$ cat config.mk
export PLATFORM = sky130hd
export DESIGN_NAME = bus_ctl_seq
export DESIGN_NICKNAME = d
export VERILOG_FILES = /design/src/rtl/seq_pkg.sv /design/src/rtl/seq_next.sv /design/src/rtl/seq_decode.sv /design/src/rtl/bus_ctl_seq.sv
export SDC_FILE = /design/constraint.sdc
export NUM_CORES = 1
export LEC_CHECK = 0
export ABC_AREA = 1
export BUFFER_PORTS_ARGS = -buffer_cell sky130_fd_sc_hd__buf_2
export CAP_MARGIN = 10
export CORE_MARGIN = 8
export CORE_UTILIZATION = 30
export DETAILED_ROUTE_END_ITERATION = 6
export PLACE_DENSITY_LB_ADDON = 0.25
export SLEW_MARGIN = 20
export SYNTH_ARGS = -nofsm -noshare
export SYNTH_HDL_FRONTEND = slang
export SYNTH_SLANG_ARGS = --single-unit
export TNS_END_PERCENT = 100
$ cat constraint.sdc
create_clock -name clk -period 1.6 [get_ports clk]
set_clock_uncertainty 0.15 [all_clocks]
set_input_delay 0.08 -clock clk [delete_from_list [all_inputs] [get_ports clk]]
set_output_delay 0.08 -clock clk [all_outputs]
set_load 0.1 [all_outputs]
$ cat src/rtl/seq_pkg.sv
package seq_pkg;

  localparam int OPW = 4;

  localparam logic [OPW-1:0] OPC_LOAD  = 4'h4;
  localparam logic [OPW-1:0] OPC_STORE = 4'h5;
  localparam logic [OPW-1:0] OPC_SLT   = 4'h9;

  typedef enum logic [3:0] {
    ST_FE1, ST_FE2, ST_FE3,
    ST_AC1, ST_AC2, ST_AC3,
    ST_LDW, ST_STW,
    ST_CP1, ST_CP2, ST_CP3, ST_CP4,
    ST_SET1, ST_SET0
  } seq_state_e;

  typedef enum logic [1:0] {
    SEL_RA = 2'b00,
    SEL_RB = 2'b01,
    SEL_RD = 2'b10,
    SEL_R0 = 2'b11
  } rsel_e;

  typedef enum logic [1:0] {
    FN_ADD = 2'b00,
    FN_RSV = 2'b01,
    FN_SUB = 2'b10,
    FN_INC = 2'b11
  } alufn_e;

  typedef struct packed {
    logic   drv_pc;
    logic   drv_alu;
    logic   drv_reg;
    logic   drv_mem;
    logic   drv_off;
    logic   ld_pc;
    logic   ld_a;
    logic   ld_b;
    logic   ld_mar;
    logic   ld_ir;
    logic   ld_n;
    logic   ld_z;
    logic   wr_reg;
    logic   wr_mem;
    rsel_e  sel;
    alufn_e fn;
  } ctl_t;

endpackage

$ cat src/rtl/seq_next.sv
module seq_next
  import seq_pkg::*;
(
  input  seq_state_e     cur,
  input  logic [OPW-1:0] opcode,
  input  logic           n_flag,
  output seq_state_e     nxt
);

  always_comb begin
    nxt = ST_FE1;
    unique case (cur)
      ST_FE1: nxt = ST_FE2;
      ST_FE2: nxt = ST_FE3;
      ST_FE3: begin
        if (opcode == OPC_LOAD || opcode == OPC_STORE) nxt = ST_AC1;
        else if (opcode == OPC_SLT)                    nxt = ST_CP1;
        else                                           nxt = ST_FE1;
      end
      ST_AC1: nxt = ST_AC2;
      ST_AC2: nxt = ST_AC3;
      ST_AC3: nxt = (opcode == OPC_STORE) ? ST_STW : ST_LDW;
      ST_LDW: nxt = ST_FE1;
      ST_STW: nxt = ST_FE1;
      ST_CP1: nxt = ST_CP2;
      ST_CP2: nxt = ST_CP3;
      ST_CP3: nxt = ST_CP4;
      ST_CP4: nxt = n_flag ? ST_SET1 : ST_SET0;
      ST_SET1: nxt = ST_FE1;
      ST_SET0: nxt = ST_FE1;
      default: nxt = ST_FE1;
    endcase
  end

endmodule

$ cat src/rtl/seq_decode.sv
module seq_decode
  import seq_pkg::*;
(
  input  seq_state_e cur,
  output ctl_t       ctl
);

  always_comb begin
    ctl     = '0;
    ctl.sel = SEL_RA;
    ctl.fn  = FN_ADD;
    unique case (cur)
      ST_FE1: begin ctl.drv_pc = 1'b1; ctl.ld_a = 1'b1; ctl.ld_mar = 1'b1; end
      ST_FE2: begin ctl.drv_mem = 1'b1; ctl.ld_ir = 1'b1; end
      ST_FE3: begin ctl.fn = FN_INC; ctl.drv_alu = 1'b1; ctl.ld_pc = 1'b1; end
      ST_AC1: begin ctl.sel = SEL_RA; ctl.drv_reg = 1'b1; ctl.ld_a = 1'b1; end
      ST_AC2: begin ctl.drv_off = 1'b1; ctl.ld_b = 1'b1; end
      ST_AC3: begin ctl.fn = FN_ADD; ctl.drv_alu = 1'b1; ctl.ld_mar = 1'b1; end
      ST_LDW: begin ctl.sel = SEL_RB; ctl.drv_mem = 1'b1; ctl.wr_reg = 1'b1; end
      ST_STW: begin ctl.sel = SEL_RB; ctl.drv_reg = 1'b1; ctl.wr_mem = 1'b1; end
      ST_CP1: begin ctl.sel = SEL_RA; ctl.drv_reg = 1'b1; ctl.ld_a = 1'b1; end
      ST_CP2: begin ctl.sel = SEL_RB; ctl.drv_reg = 1'b1; ctl.ld_b = 1'b1; end
      ST_CP3: begin ctl.fn = FN_SUB; ctl.ld_n = 1'b1; end
      ST_CP4: begin
        ctl.sel = SEL_R0; ctl.drv_reg = 1'b1; ctl.ld_a = 1'b1; ctl.ld_b = 1'b1;
      end
      ST_SET1: begin
        ctl.fn = FN_INC; ctl.sel = SEL_RD; ctl.drv_alu = 1'b1; ctl.wr_reg = 1'b1;
      end
      ST_SET0: begin
        ctl.fn = FN_ADD; ctl.sel = SEL_RD; ctl.drv_alu = 1'b1; ctl.wr_reg = 1'b1;
      end
      default: ctl = '0;
    endcase
  end

endmodule

$ cat src/rtl/bus_ctl_seq.sv
module bus_ctl_seq
  import seq_pkg::*;
(
  input  logic           clk,
  input  logic           rst,
  input  logic [OPW-1:0] opcode,
  input  logic           n_flag,
  output logic           drv_pc,
  output logic           drv_alu,
  output logic           drv_reg,
  output logic           drv_mem,
  output logic           drv_off,
  output logic           ld_pc,
  output logic           ld_a,
  output logic           ld_b,
  output logic           ld_mar,
  output logic           ld_ir,
  output logic           ld_n,
  output logic           ld_z,
  output logic           wr_reg,
  output logic           wr_mem,
  output logic [1:0]     reg_sel,
  output logic [1:0]     alu_fn
);

  seq_state_e state_q, state_d;
  ctl_t       ctl_raw, ctl_out;

  seq_next u_next (
    .cur    (state_q),
    .opcode (opcode),
    .n_flag (n_flag),
    .nxt    (state_d)
  );

  seq_decode u_dec (
    .cur (state_q),
    .ctl (ctl_raw)
  );

  always_ff @(posedge clk) begin
    if (rst) state_q <= ST_FE1;
    else     state_q <= state_d;
  end

  always_comb begin
    if (rst) ctl_out = '0;
    else     ctl_out = ctl_raw;
  end

  assign drv_pc  = ctl_out.drv_pc;
  assign drv_alu = ctl_out.drv_alu;
  assign drv_reg = ctl_out.drv_reg;
  assign drv_mem = ctl_out.drv_mem;
  assign drv_off = ctl_out.drv_off;
  assign ld_pc   = ctl_out.ld_pc;
  assign ld_a    = ctl_out.ld_a;
  assign ld_b    = ctl_out.ld_b;
  assign ld_mar  = ctl_out.ld_mar;
  assign ld_ir   = ctl_out.ld_ir;
  assign ld_n    = ctl_out.ld_n;
  assign ld_z    = ctl_out.ld_z;
  assign wr_reg  = ctl_out.wr_reg;
  assign wr_mem  = ctl_out.wr_mem;
  assign reg_sel = ctl_out.sel;
  assign alu_fn  = ctl_out.fn;

endmodule

### Yosys cells after proc, flatten, opt, wreduce, memory -nomap -nowiden

Cells that the tools add are included.

* logic and storage cells: 50
* register bits after elaboration: 4
* output and inout bits: 18

* equality and inequality tests: 16
* muxes and demuxes: 21
* reductions and logical operators: 12

Operators by type and width (number)
* $pmux 4 s10: 1
* $eq 4x4->1 const B: 7
* $eq 4x3->1 const B: 6
* $mux 18: 1
* $mux 1: 15
* $reduce_or 3->1: 3
* $eq 4x2->1 const B: 2
* $mux 4: 2
* $reduce_or 2->1: 4
* $reduce_or 4->1: 2
* $pmux 2 s3: 1
* $reduce_or 5->1: 1
* $eq 4x1->1 const B: 1
* $logic_not 4->1: 1
* $pmux 2 s2: 1
* $logic_or 1x1->1: 1

### Depth between registers and ports, before layout

* depth after elaboration: 4
* gate-level depth with buffers: 7
* mapped depth without buffers: 7

### Modules after synthesis

A second synthesis with hierarchy kept.

* cell total of the unflattened synthesis: 130
* area total of the unflattened synthesis: 620.6 µm²

By module, submodules not included
* bus_ctl_seq: instances 1, cells an instance 50, area each 267.8 µm², seq. area each 80.1 µm²
* seq_decode: instances 1, cells an instance 45, area each 198.9 µm², seq. area each 0.0 µm²
* seq_next: instances 1, cells an instance 35, area each 153.9 µm², seq. area each 0.0 µm²

### Worst setup path after synthesis

OpenSTA, ideal clock, no wires.

* path type: reg-to-output
* from: register state_q[0]
* to: output drv_reg
* path slack: -2074 ps
* cell stages (with the launch flop): 5
* path buffers: 0
* data arrival time: 3444 ps
* required time: 1370 ps
* cells stage by stage: dfxtp_1 inv_1 nand2_1 inv_1 nor4_1

* word-level cells in the longest chain between the ends: 4
* elaborated cells between the ends (all ways): 8
* those cells by class: eq/ne: 5; mux: 2; reduce/logical: 1

Ends and longest elaborated chain
* start: declaration: line bus_ctl_seq.sv:26 `seq_state_e state_q, state_d;`
* start signal: assignment: line bus_ctl_seq.sv:43 `else state_q <= state_d;`
* $eq 4x2->1 (tied with other cells): line seq_decode.sv:12 `unique case (cur)`
* $reduce_or 5->1 (no line) *
* $mux 1 *: line seq_decode.sv:12
* $mux 18 *: line bus_ctl_seq.sv:47 `if (rst) ctl_out = '0;`
* end: declaration: line bus_ctl_seq.sv:10 `output logic drv_reg,`

Mark *: on every way between the ends. The rest lies on a longest branch, timed or not.

### Worst setup path in the final report

* from: register state_q[2]
* to: output wr_reg

* word-level cells in the longest chain between the ends: 4
* elaborated cells between the ends (all ways): 6
* those cells by class: eq/ne: 3; mux: 2; reduce/logical: 1

Ends and longest elaborated chain
* $eq 4x3->1 or $eq 4x4->1 (tied branches): line seq_decode.sv:12
* $reduce_or 3->1 (no line) *
* $mux 1 *: line seq_decode.sv:12
* $mux 18 *: line bus_ctl_seq.sv:47
* end: declaration: line bus_ctl_seq.sv:20 `output logic wr_reg,`

Marked as above.

==> results.py <==
metrics = {
    "outcome": {
        "status": "complete, but fails checks",
        "violations": "setup timing",
    },
    "synth": {
        "synth_top_family_by_area": "simple AND/OR/NAND/NOR gates",
        "synth-xor-area-share_pct": 0,
        "netlist_instances": 85,
        "syn_area_per_cell_um2": 5.02,
        "ys_seq_elements": 4,
        "yosys.area_share.adder_pct": 0,
        "synth_mux_area_share_pct": 0,
        "seq_area_frac_synth_pct": 18.8,
        "synth-compound-area-share_pct": 14.4,
        "syn_area_um2": 427,
        "synthSimpleGateAreaFrac_pct": 48.7,
        "ys_types": 15,
        "synth_nets": 92,
        "yosysWarnings": 0,
    },
    "global_route": {
        "grt_use_met2_pct": 20.7,
        "grtUsageMet1_pct": 12.8,
        "track_usage_pct": 11.3,
        "use_met3_pct": 1.65,
        "grt_antenna_before_repair": 0,
        "grt_pass1_vias": 594,
        "grt_start_max_net_pins": 11,
        "grt_pass1_wl_mm": 2.55,
        "overflow": 0,
        "gr-max-usage-layer": "met2",
    },
    "worst_setup_path": {
        "slowest_delay_ns": 0.38,
        "crit_arrival_ns": 1.42,
        "cp-end-kind": "primary output",
        "required_ns": 1.37,
        "critPathLaunch": "state_q[2]$_SDFF_PP0_",
        "cp-start-kind": "flop",
        "crit_fanout": 4,
        "path_class": "flop to primary output",
        "r2r-start": "state_q[2]$_SDFF_PP0_",
        "cp_cell_sequence": "nand2_1, inv_2, nand3_1, nand2_2, buf_12",
        "cp_slowest_cell": "dfxtp_4",
    },
    "final_layout": {
        "largest_register_ff_count": 4,
        "reg_top3": "state_q (4)",
        "drive_above_1_share_pct": 70.1,
        "final_cell_area_um2": 1150,
        "antennaDiodeCount": 0,
        "finalCoreUtilization_pct": 87.4,
        "top_register": "state_q",
        "syn2layout_area_growth_pct": 170,
        "nets": 125,
        "stdcell_count": 132,
        "fillers": 66,
    },
    "drt": {
        "vias_per_cell": 5.39,
        "drt_iter0_drc": 38,
        "drt_first_pass_iters": 4,
        "vias": 711,
        "ant_nets": 0,
        "wl_mm": 2.20,
        "routedWlPerCell_um": 16.7,
        "drc": 0,
    },
    "placement": {
        "dpl.cell_count": 122,
        "dp_hpwl_mm": 1.30,
        "port-buffer-count": 23,
        "placed_cell_area_um2": 966,
        "place_congestion": 0.984,
    },
    "sta": {
        "maxSlewViolCount": 0,
        "final.setup.worst_slack_ns": -0.0513,
        "rsz0062_at_grt": "yes",
        "report.final.hold_viol_count": 0,
        "clock.fmax_mhz": 606,
        "fin_crit_sh_pct": 103,
        "fin_tns_setup_ns": -0.109,
        "setup_violations": 4,
        "fin_crit_ns": 1.65,
    },
    "clock_network": {
        "cts_tree": "done",
        "numCtsBuffers": 3,
        "htreeDepth": 1,
        "clkSinkCount": 4,
        "clk_path_buf_depth": 2,
        "clkTransAtPathRegs_ns": 0.04,
        "root_buffer": "clkbuf_4",
        "insertion_delay_ns": 0.23,
    },
    "min_path": {
        "hp-class": "input pin to flop",
        "worstHoldStart": "opcode[1]",
    },
    "power": {
        "max-vdd-ir-drop_v": 0.000537,
        "total_power_uw": 696,
        "p_leak_uw": 0.000472,
        "powerDensity_nw_per_um2": 604,
    },
    "floorplan": {
        "rows": 13,
        "core_um2": 1320,
        "dieArea_um2": 2880,
        "die_y_um": 53.7,
        "io_pins": 25,
        "die_w_um": 53.7,
        "start_util_pct": 32.4,
    },
    "flow_run": {
        "drv_cap": 0,
    },
}
==> routing by layer <==
layer | part of all wire (%) | wire length [um] | vias to the layer above
met5 | 0 | 0 | -
met4 | 5.0 | 110 | 0
met3 | 9.4 | 206 | 18
met2 | 51 | 1130 | 53
met1 | 34 | 754 | 316
li1 | - | - | 324
==> cell type report <==
| class | instances | area, um2 | share of cell area, % |
|---|---|---|---|
| Sequential cell | 4 | 92.6 | 8.04 |
| Clock buffer | 4 | 26.3 | 2.28 |
| Timing Repair Buffer | 31 | 433 | 37.6 |
| Inverter | 15 | 71.3 | 6.20 |
| Multi-Input combinational cell | 63 | 509 | 44.2 |
| Tap cell | 15 | 18.8 | 1.63 |
==> power breakdown <==
part,total (uW),leakage [uW],internal (uW),switching [uW]
Clock,134,0.0000150,93.5,40.7
Combinational,438,0.000421,145,294
Sequential,123,0.0000353,106,16.9
==> placed cells by master, fill, tap and decap left out <==
| cell | instances |
|---|---|
| inv_4 | 1 |
| nor2_4 | 10 |
| clkbuf_4 | 3 |
| nand2_2 | 11 |
| a31oi_4 | 1 |
| buf_12 | 17 |
| buf_4 | 7 |
| o21ai_0 | 2 |
| inv_8 | 1 |
| inv_2 | 8 |
| dlygate4sd3_1 | 1 |
| buf_2 | 6 |
| nor3_1 | 1 |
| nand3_2 | 2 |
| nand3_1 | 1 |
| dfxtp_4 | 3 |
| a21oi_4 | 3 |
| clkbuf_1 | 1 |
| o21ai_4 | 3 |
| nand2_1 | 15 |
| dfxtp_2 | 1 |
| nor2_1 | 6 |
| nand3_4 | 1 |
| conb_1 | 1 |
| inv_1 | 4 |
| inv_6 | 1 |
| nor4_4 | 2 |
| a21oi_1 | 3 |
| nand2_4 | 1 |
==> synth_stat cells, drive strengths merged <==
cell type	number	area, um2
a21oi	6	30.0
a31oi	1	6.26
buf	3	17.5
conb	1	3.75
dfxtp	4	80.1
inv	15	56.3
nand2	27	101
nand3	4	20.0
nor2	16	62.6
nor3	1	5.00
nor4	2	18.8
o21ai	5	25.0
==> cells by family (layout without fill, tap and decap cells) <==
group | count (synthesis) | count (layout)
AO/OA/AOI/OAI | 12 | 12
buffers and inverters | 18 | 50
AND/OR/NAND/NOR | 50 | 50
other | 1 | 1
flip-flops | 4 | 4
==> critical path: cells and delay by family (launching register included) <==
| family | cells | cell delay, ns |
|---|---|---|
| and+or+nand+nor | 3 | 0.48 |
| DFF | 1 | 0.38 |
| buffers and inverters | 2 | 0.32 |
==> stage by stage <==
| step | setup slack, ns | hold slack, ns |
|---|---|---|
| CTS | -0.00934 | 0.0113 |
| floorplan | -0.246 | 0.101 |
| detailed placement | 0.0433 | 0.243 |
| global route | -0.0668 | 0.0528 |
| finish | -0.0513 | 0.0485 |
| global placement | 0.108 | 0.242 |
==> timing repair <==
action                                  4_1_cts  5_1_grt
endpoints found under the setup margin       13       12
setup buffers                                 0        5
resized for setup                            16       23
pin swaps                                     2        6
hold buffers                                  1        0
endpoints found under the hold margin         1        0
==> worst paths after layout <==
| check | end | slack (ns) | cells after the start |
|---|---|---|---|
| hold / removal | state_q[1]$_SDFF_PP0_ | 0.05 | 4 |
| setup reg to reg | state_q[0]$_SDFF_PP0_ | 0.26 | 8 |
| hold reg to reg | state_q[2]$_SDFF_PP0_ | 0.42 | 2 |
| setup / recovery | wr_reg | -0.05 | 5 |
Note: power is estimated with default switching activity, not from simulation.
